--- config.mk ---
export PLATFORM = sky130hd
export DESIGN_NAME = irq_primary_agg
export DESIGN_NICKNAME = d
export VERILOG_FILES = /design/src/rtl/irq_agg_pkg.sv /design/src/rtl/agg_force_reg.sv /design/src/rtl/agg_line_status.sv /design/src/rtl/agg_read_port.sv /design/src/rtl/irq_primary_agg.sv
export SDC_FILE = /design/constraint.sdc
export NUM_CORES = 1
export LEC_CHECK = 0
export ABC_CLOCK_PERIOD_IN_PS = 2800
export BUFFER_PORTS_ARGS = -buffer_cell sky130_fd_sc_hd__clkbuf_2
export CAP_MARGIN = 0
export CORE_MARGIN = 2
export CORE_UTILIZATION = 50
export CTS_CLUSTER_SIZE = 25
export DETAILED_ROUTE_END_ITERATION = 6
export PLACE_DENSITY = 0.82
export SLEW_MARGIN = 10
export SYNTH_ARGS = -nofsm -noshare
export SYNTH_HDL_FRONTEND = slang
export SYNTH_SLANG_ARGS = --single-unit
--- constraint.sdc ---
create_clock -name clk -period 2.8 [get_ports clk]
set_clock_uncertainty 0.05 [all_clocks]
set_input_delay 0.28 -clock clk [delete_from_list [all_inputs] [get_ports clk]]
set_output_delay 0.28 -clock clk [all_outputs]
set_load 0.05 [all_outputs]
--- src/rtl/irq_agg_pkg.sv ---
package irq_agg_pkg;
   localparam int unsigned OFS_LINE0_STAT = 1;
   localparam int unsigned OFS_LINE1_STAT = 2;
   localparam int unsigned OFS_FORCE      = 3;
   localparam int unsigned NUM_LINES      = 2;
endpackage

--- src/rtl/agg_force_reg.sv ---
module agg_force_reg #(
   parameter int unsigned NUM_SLOTS = 8,
   parameter int unsigned ADDR_W    = 8,
   parameter int unsigned DATA_W    = 8,
   parameter logic [NUM_SLOTS-1:0] POP_MASK = '1
) (
   input  logic                 clk,
   input  logic                 rst_n,
   input  logic                 wr,
   input  logic [ADDR_W-1:0]    addr,
   input  logic [DATA_W-1:0]    wdata,
   output logic [NUM_SLOTS-1:0] force_q
);
   import irq_agg_pkg::*;

   logic hit;
   assign hit = wr && (addr == ADDR_W'(OFS_FORCE));

   always_ff @(posedge clk or negedge rst_n) begin
      if (!rst_n)   force_q <= '0;
      else if (hit) force_q <= wdata[NUM_SLOTS-1:0] & POP_MASK;
   end
endmodule

--- src/rtl/agg_line_status.sv ---
module agg_line_status #(
   parameter int unsigned NUM_SLOTS = 8,
   parameter logic [NUM_SLOTS-1:0] POP_MASK = '1
) (
   input  logic                 clk,
   input  logic                 rst_n,
   input  logic [NUM_SLOTS-1:0] req,
   input  logic [NUM_SLOTS-1:0] force_bits,
   output logic [NUM_SLOTS-1:0] status_q,
   output logic                 line_n
);
   logic [NUM_SLOTS-1:0] status_d;
   assign status_d = (req | force_bits) & POP_MASK;

   always_ff @(posedge clk or negedge rst_n) begin
      if (!rst_n) begin
         status_q <= '0;
         line_n   <= 1'b1;
      end else begin
         status_q <= status_d;
         line_n   <= ~(|status_d);
      end
   end
endmodule

--- src/rtl/agg_read_port.sv ---
module agg_read_port #(
   parameter int unsigned NUM_SLOTS = 8,
   parameter int unsigned ADDR_W    = 8,
   parameter int unsigned DATA_W    = 8
) (
   input  logic                   clk,
   input  logic                   rst_n,
   input  logic                   rd,
   input  logic [ADDR_W-1:0]      addr,
   input  logic [NUM_SLOTS-1:0]   stat0,
   input  logic [NUM_SLOTS-1:0]   stat1,
   input  logic [NUM_SLOTS-1:0]   force_bits,
   output logic [DATA_W-1:0]      rdata
);
   import irq_agg_pkg::*;

   logic [DATA_W-1:0] sel;

   always_comb begin
      sel = '0;
      if (addr == ADDR_W'(OFS_LINE0_STAT))      sel = DATA_W'(stat0);
      else if (addr == ADDR_W'(OFS_LINE1_STAT)) sel = DATA_W'(stat1);
      else if (addr == ADDR_W'(OFS_FORCE))      sel = DATA_W'(force_bits);
   end

   always_ff @(posedge clk or negedge rst_n) begin
      if (!rst_n)  rdata <= '0;
      else if (rd) rdata <= sel;
   end
endmodule

--- src/rtl/irq_primary_agg.sv ---
module irq_primary_agg #(
   parameter int unsigned NUM_SLOTS = 8,
   parameter int unsigned ADDR_W    = 8,
   parameter int unsigned DATA_W    = 8,
   parameter logic [NUM_SLOTS-1:0] POP_MASK = 8'h3F
) (
   input  logic                                   clk,
   input  logic                                   rst_n,
   input  logic                                   reg_wr,
   input  logic                                   reg_rd,
   input  logic [ADDR_W-1:0]                      reg_addr,
   input  logic [DATA_W-1:0]                      reg_wdata,
   output logic [DATA_W-1:0]                      reg_rdata,
   input  logic [irq_agg_pkg::NUM_LINES*NUM_SLOTS-1:0] req_in,
   output logic [irq_agg_pkg::NUM_LINES-1:0]      irq_n
);
   import irq_agg_pkg::*;

   localparam int unsigned LINES = NUM_LINES;

   if (NUM_SLOTS > DATA_W) begin : g_chk_width
      $error("NUM_SLOTS must not exceed DATA_W");
   end
   if (ADDR_W < 2) begin : g_chk_addr
      $error("ADDR_W too small for the register offsets");
   end

   logic [NUM_SLOTS-1:0] force_bits;
   logic [NUM_SLOTS-1:0] stat [LINES];

   agg_force_reg #(
      .NUM_SLOTS(NUM_SLOTS), .ADDR_W(ADDR_W), .DATA_W(DATA_W), .POP_MASK(POP_MASK)
   ) u_force (
      .clk(clk), .rst_n(rst_n), .wr(reg_wr), .addr(reg_addr),
      .wdata(reg_wdata), .force_q(force_bits)
   );

   for (genvar l = 0; l < LINES; l++) begin : g_line
      agg_line_status #(
         .NUM_SLOTS(NUM_SLOTS), .POP_MASK(POP_MASK)
      ) u_stat (
         .clk(clk), .rst_n(rst_n),
         .req(req_in[l*NUM_SLOTS +: NUM_SLOTS]),
         .force_bits(force_bits),
         .status_q(stat[l]),
         .line_n(irq_n[l])
      );
   end

   agg_read_port #(
      .NUM_SLOTS(NUM_SLOTS), .ADDR_W(ADDR_W), .DATA_W(DATA_W)
   ) u_rd (
      .clk(clk), .rst_n(rst_n), .rd(reg_rd), .addr(reg_addr),
      .stat0(stat[0]), .stat1(stat[1]), .force_bits(force_bits),
      .rdata(reg_rdata)
   );
endmodule

==> impl_metrics.prom <==
# TYPE chip_impl_metric gauge
chip_impl_metric{name="combinationalPowerShare",unit="%"} 11.6
chip_impl_metric{name="clk_transition_reported_paths",unit="ns"} 0.13
chip_impl_metric{name="synth_cells",unit=""} 90
chip_impl_metric{name="clock_tree.htree_level_count",unit=""} 1
chip_impl_info{name="critPathLaunchType",value="flip-flop"} 1
chip_impl_metric{name="clock_power_share",unit="%"} 28.2
chip_impl_info{name="main_combinational_cell_family_by_area_after_synthesis",value="simple AND/OR/NAND/NOR gates"} 1
chip_impl_metric{name="first_global_vias",unit=""} 761
chip_impl_metric{name="compound_gate_portion_of_the_synthesized_area",unit="%"} 7.80
chip_impl_metric{name="final_core_utilization",unit="%"} 61.9
chip_impl_metric{name="worst_path_max_fanout",unit=""} 4
chip_impl_metric{name="slew_headroom",unit="%"} 59.2
chip_impl_metric{name="synth_largest_type_area_fraction",unit="%"} 52.7
chip_impl_metric{name="postCtsSetupBuffers",unit=""} 0
chip_impl_metric{name="first_drt_iteration_drcs",unit=""} 4
chip_impl_metric{name="grt_pass1_wl",unit="µm"} 3240
chip_impl_metric{name="ys_types",unit=""} 27
chip_impl_info{name="timing.hold.worst_endpoint",value="g_line[1].u_stat.status_q[1]"} 1
chip_impl_metric{name="yosys-mux-area-fraction",unit="%"} 11.9
chip_impl_info{name="cts-root-buf",value="clkbuf_4"} 1
chip_impl_metric{name="cts-buffers-inserted",unit=""} 3
chip_impl_metric{name="io_buffers",unit=""} 37
chip_impl_info{name="startpoint_of_the_worst_slack_reg_to_reg_timing_path",value="u_force.force_q[2]"} 1
chip_impl_metric{name="synthXorXnorAreaFrac",unit="%"} 0
chip_impl_metric{name="drv.max_cap_violation_count",unit=""} 0
chip_impl_metric{name="finalHoldViolations",unit=""} 0
chip_impl_metric{name="routed_wire_length_per_instance",unit="µm"} 12.8
chip_impl_metric{name="antenna_violations_before_repair",unit=""} 0
chip_impl_metric{name="diodes",unit=""} 0
chip_impl_metric{name="die_h",unit="µm"} 51.7
chip_impl_metric{name="pin_count",unit=""} 46
chip_impl_metric{name="drt_pass1_iterations",unit=""} 5
chip_impl_metric{name="ctsResizeCount",unit=""} 0
chip_impl_metric{name="power.switching",unit="µW"} 152
chip_impl_metric{name="sequential_area_share_after_synthesis",unit="%"} 57.4
chip_impl_metric{name="p_total",unit="µW"} 658
chip_impl_metric{name="synth.yosys.warnings",unit=""} 0
chip_impl_metric{name="dp.final_hpwl",unit="µm"} 1640
chip_impl_metric{name="routed_via_density",unit=""} 5.05
chip_impl_metric{name="antenna_violating_nets_post_route",unit=""} 0
chip_impl_metric{name="number_of_vias_in_the_routed_layout",unit=""} 777
chip_impl_metric{name="fin_crit_sh",unit="%"} 53.2
chip_impl_metric{name="floorplan.die_area",unit="µm²"} 2670
chip_impl_metric{name="grtUsageTotal",unit="%"} 16.9
chip_impl_metric{name="finish.net_count",unit=""} 163
chip_impl_info{name="timing.setup.critical_path_class",value="flip-flop to flip-flop"} 1
chip_impl_metric{name="numClockSinks",unit=""} 26
chip_impl_info{name="post_synth_most_frequent_cells",value="24 x dfrtp_1, 8 x mux2_2, 6 x or2_1, 6 x or2_2"} 1
chip_impl_metric{name="p_seq_share",unit="%"} 60.2
chip_impl_metric{name="die_span_x",unit="µm"} 51.7
chip_impl_metric{name="areaGrowthSynthToFinish",unit="%"} 19.1
chip_impl_info{name="rsz0062_at_grt",value="false"} 1
chip_impl_metric{name="setup_tns",unit="ns"} 0
chip_impl_metric{name="pin_count_of_the_biggest_net_entering_global_routing",unit=""} 27
chip_impl_metric{name="drc_errors",unit=""} 0
chip_impl_info{name="setup.worst_path.end_class",value="flip-flop"} 1
chip_impl_metric{name="crit_arrival",unit="ns"} 1.69
chip_impl_metric{name="ir_worst_vdd",unit="µV"} 306
chip_impl_metric{name="setup.reg_to_reg.worst_slack",unit="ns"} 1.31
chip_impl_metric{name="area_fraction_in_and_or_nand_and_nor_cells_after_synthesis",unit="%"} 16.4
chip_impl_metric{name="tightest_slew",unit="ns"} 0.613
chip_impl_info{name="min_from",value="req_in[9]"} 1
chip_impl_info{name="crit_start",value="u_force.force_q[2]"} 1
chip_impl_info{name="worst_r2r_endpoint",value="g_line[0].u_stat.line_n"} 1
chip_impl_metric{name="cell_internal_power",unit="µW"} 506
chip_impl_metric{name="synth_seq_cells",unit=""} 26
chip_impl_metric{name="clock_latency",unit="ns"} 0.32
chip_impl_metric{name="design.core.area",unit="µm²"} 2190
chip_impl_metric{name="drive_above_1_share",unit="%"} 50.8
chip_impl_metric{name="worst_case_clock_buffer_depth",unit=""} 2
chip_impl_info{name="cts_tree",value="built"} 1
chip_impl_metric{name="gp_routability_congestion",unit=""} 0.731
chip_impl_metric{name="ys_async_sr_fraction",unit="%"} 100
chip_impl_metric{name="power_per_cell_area",unit="nW/µm²"} 485
chip_impl_metric{name="hold_buffers",unit=""} 1
chip_impl_metric{name="post_synth_instance_area",unit="µm²"} 1140
chip_impl_info{name="run_status",value="completed"} 1
chip_impl_metric{name="final-setup-viol-count",unit=""} 0
chip_impl_metric{name="fillers",unit=""} 189
chip_impl_metric{name="timing.reg2reg.worst_path_depth",unit=""} 3
chip_impl_metric{name="totalWireLength",unit="µm"} 1980
chip_impl_metric{name="power_leakage",unit="nW"} 0.664
chip_impl_info{name="yosysMostFrequentCell",value="dfrtp_1"} 1
chip_impl_metric{name="core.rowCount",unit=""} 17
chip_impl_metric{name="initial_utilization",unit="%"} 52.0
chip_impl_info{name="hp-class",value="input pin to flip-flop"} 1
chip_impl_metric{name="post_synth_fa_ha_maj_area_fraction",unit="%"} 0
chip_impl_info{name="dominantRegCellSynth",value="dfrtp_1"} 1
chip_impl_metric{name="maxSlewViolCount",unit=""} 0
chip_impl_metric{name="worstHoldPathCells",unit=""} 2
chip_impl_metric{name="finalWorstPathRequiredPeriod",unit="ns"} 1.49
chip_impl_info{name="netlist_top_cells_area",value="dfrtp_1 53%, mux2_2 7.9%, dfstp_2 4.6%"} 1
chip_impl_metric{name="fmaxAchievable",unit="GHz"} 0.671
chip_impl_info{name="synth_top_cell_by_area",value="dfrtp_1"} 1
chip_impl_metric{name="switching_share",unit="%"} 23.1
chip_impl_metric{name="synth-edff-count",unit=""} 0
chip_impl_metric{name="globalRouteOverflowTotal",unit=""} 0
chip_impl_metric{name="worst-endpoint-required",unit="ns"} 3.00
chip_impl_metric{name="synth_area_per_cell",unit="µm²"} 12.7
worst max-delay path by stage:
stage | slack, ns | cells after the start | endpoint
after global routing | 1.25 | 3 | g_line[0].u_stat.line_n
after global placement | 1.09 | 4 | u_force.force_q[1]
after floorplan | 1.39 | 4 | u_force.force_q[1]
after CTS | 1.30 | 3 | g_line[0].u_stat.line_n
after detailed placement | 1.06 | 4 | u_force.force_q[3]
final | 1.31 | 3 | g_line[0].u_stat.line_n
final cells by class:
cell class | count | area (µm²) | area share [%]
multi-input combinational | 53 | 418 | 30.8
timing repair buffer | 38 | 195 | 14.4
inverter | 5 | 18.8 | 1.38
tap | 28 | 35.0 | 2.58
clock buffer | 4 | 36.3 | 2.68
sequential | 26 | 653 | 48.2
power groups by stage:
| stage | clock network (mW) | logic [mW] | registers (mW) |
|---|---|---|---|
| 5_1_grt | 0.204 | 0.0842 | 0.398 |
| 2_1_floorplan | 0 | 0.0446 | 0.402 |
| 3_3_place_gp | 0 | 0.0738 | 0.402 |
| 6_report | 0.185 | 0.0763 | 0.396 |
| 3_5_place_dp | 0 | 0.0763 | 0.403 |
| 4_1_cts | 0.190 | 0.0776 | 0.396 |
per-layer routing:
| layer | global-route usage [%] | share of wire [%] | vias up |
|---|---|---|---|
| li1 | - | - | 381 |
| met1 | 19.5 | 39 | 365 |
| met2 | 30.6 | 54 | 27 |
| met3 | 2.59 | 5.4 | 4 |
| met4 | 7.89 | 1.5 | 0 |
| met5 | 0 | 0 | - |
worst max-delay path: stages, from the launching register on:
cell and delay [ns]:
dfrtp_1 0.43, or2_1 0.25, or4_1 0.55, nor3_2 0.14
registers in the layout (all words and copies together) (netlist names):
register	count
u_force.force_q	6
g_line.u_stat.line_n	2
u_rd.rdata	6
g_line.u_stat.status_q	12
cells in the final DEF, fill, tap and decap left out, drive strengths merged:
cell / count
o22ai: 5
clkbuf: 41
a22oi: 5
conb: 2
inv: 5
nor3: 2
dfstp: 2
o31ai: 1
nor4b: 1
and3: 2
nand2: 2
o21ai: 1
or2: 12
nor2: 1
nor3b: 1
a21o: 1
dfrtp: 24
dlygate4sd3: 1
nor4: 1
mux2: 11
nand3: 1
nand2b: 1
nor2b: 1
or4: 2
through the flow:
stage	worst slack [ns]	hold slack, ns	instance area [µm²]	instances
2_1_floorplan	1.39	-0.0656	1140	91
3_3_place_gp	1.09	0.260	1310	149
3_5_place_dp	1.06	0.269	1310	149
4_1_cts	1.30	0.0969	1360	154
5_1_grt	1.25	0.0921	1360	154
6_report	1.31	0.102	1360	154
logic make-up after synthesis:
group	after synthesis
other	1
and+or+nand+nor	27
AOI/OAI and AO/OA	13
DFF	26
muxes	11
buffers and inverters	12
(Power assumes the default switching activity.)
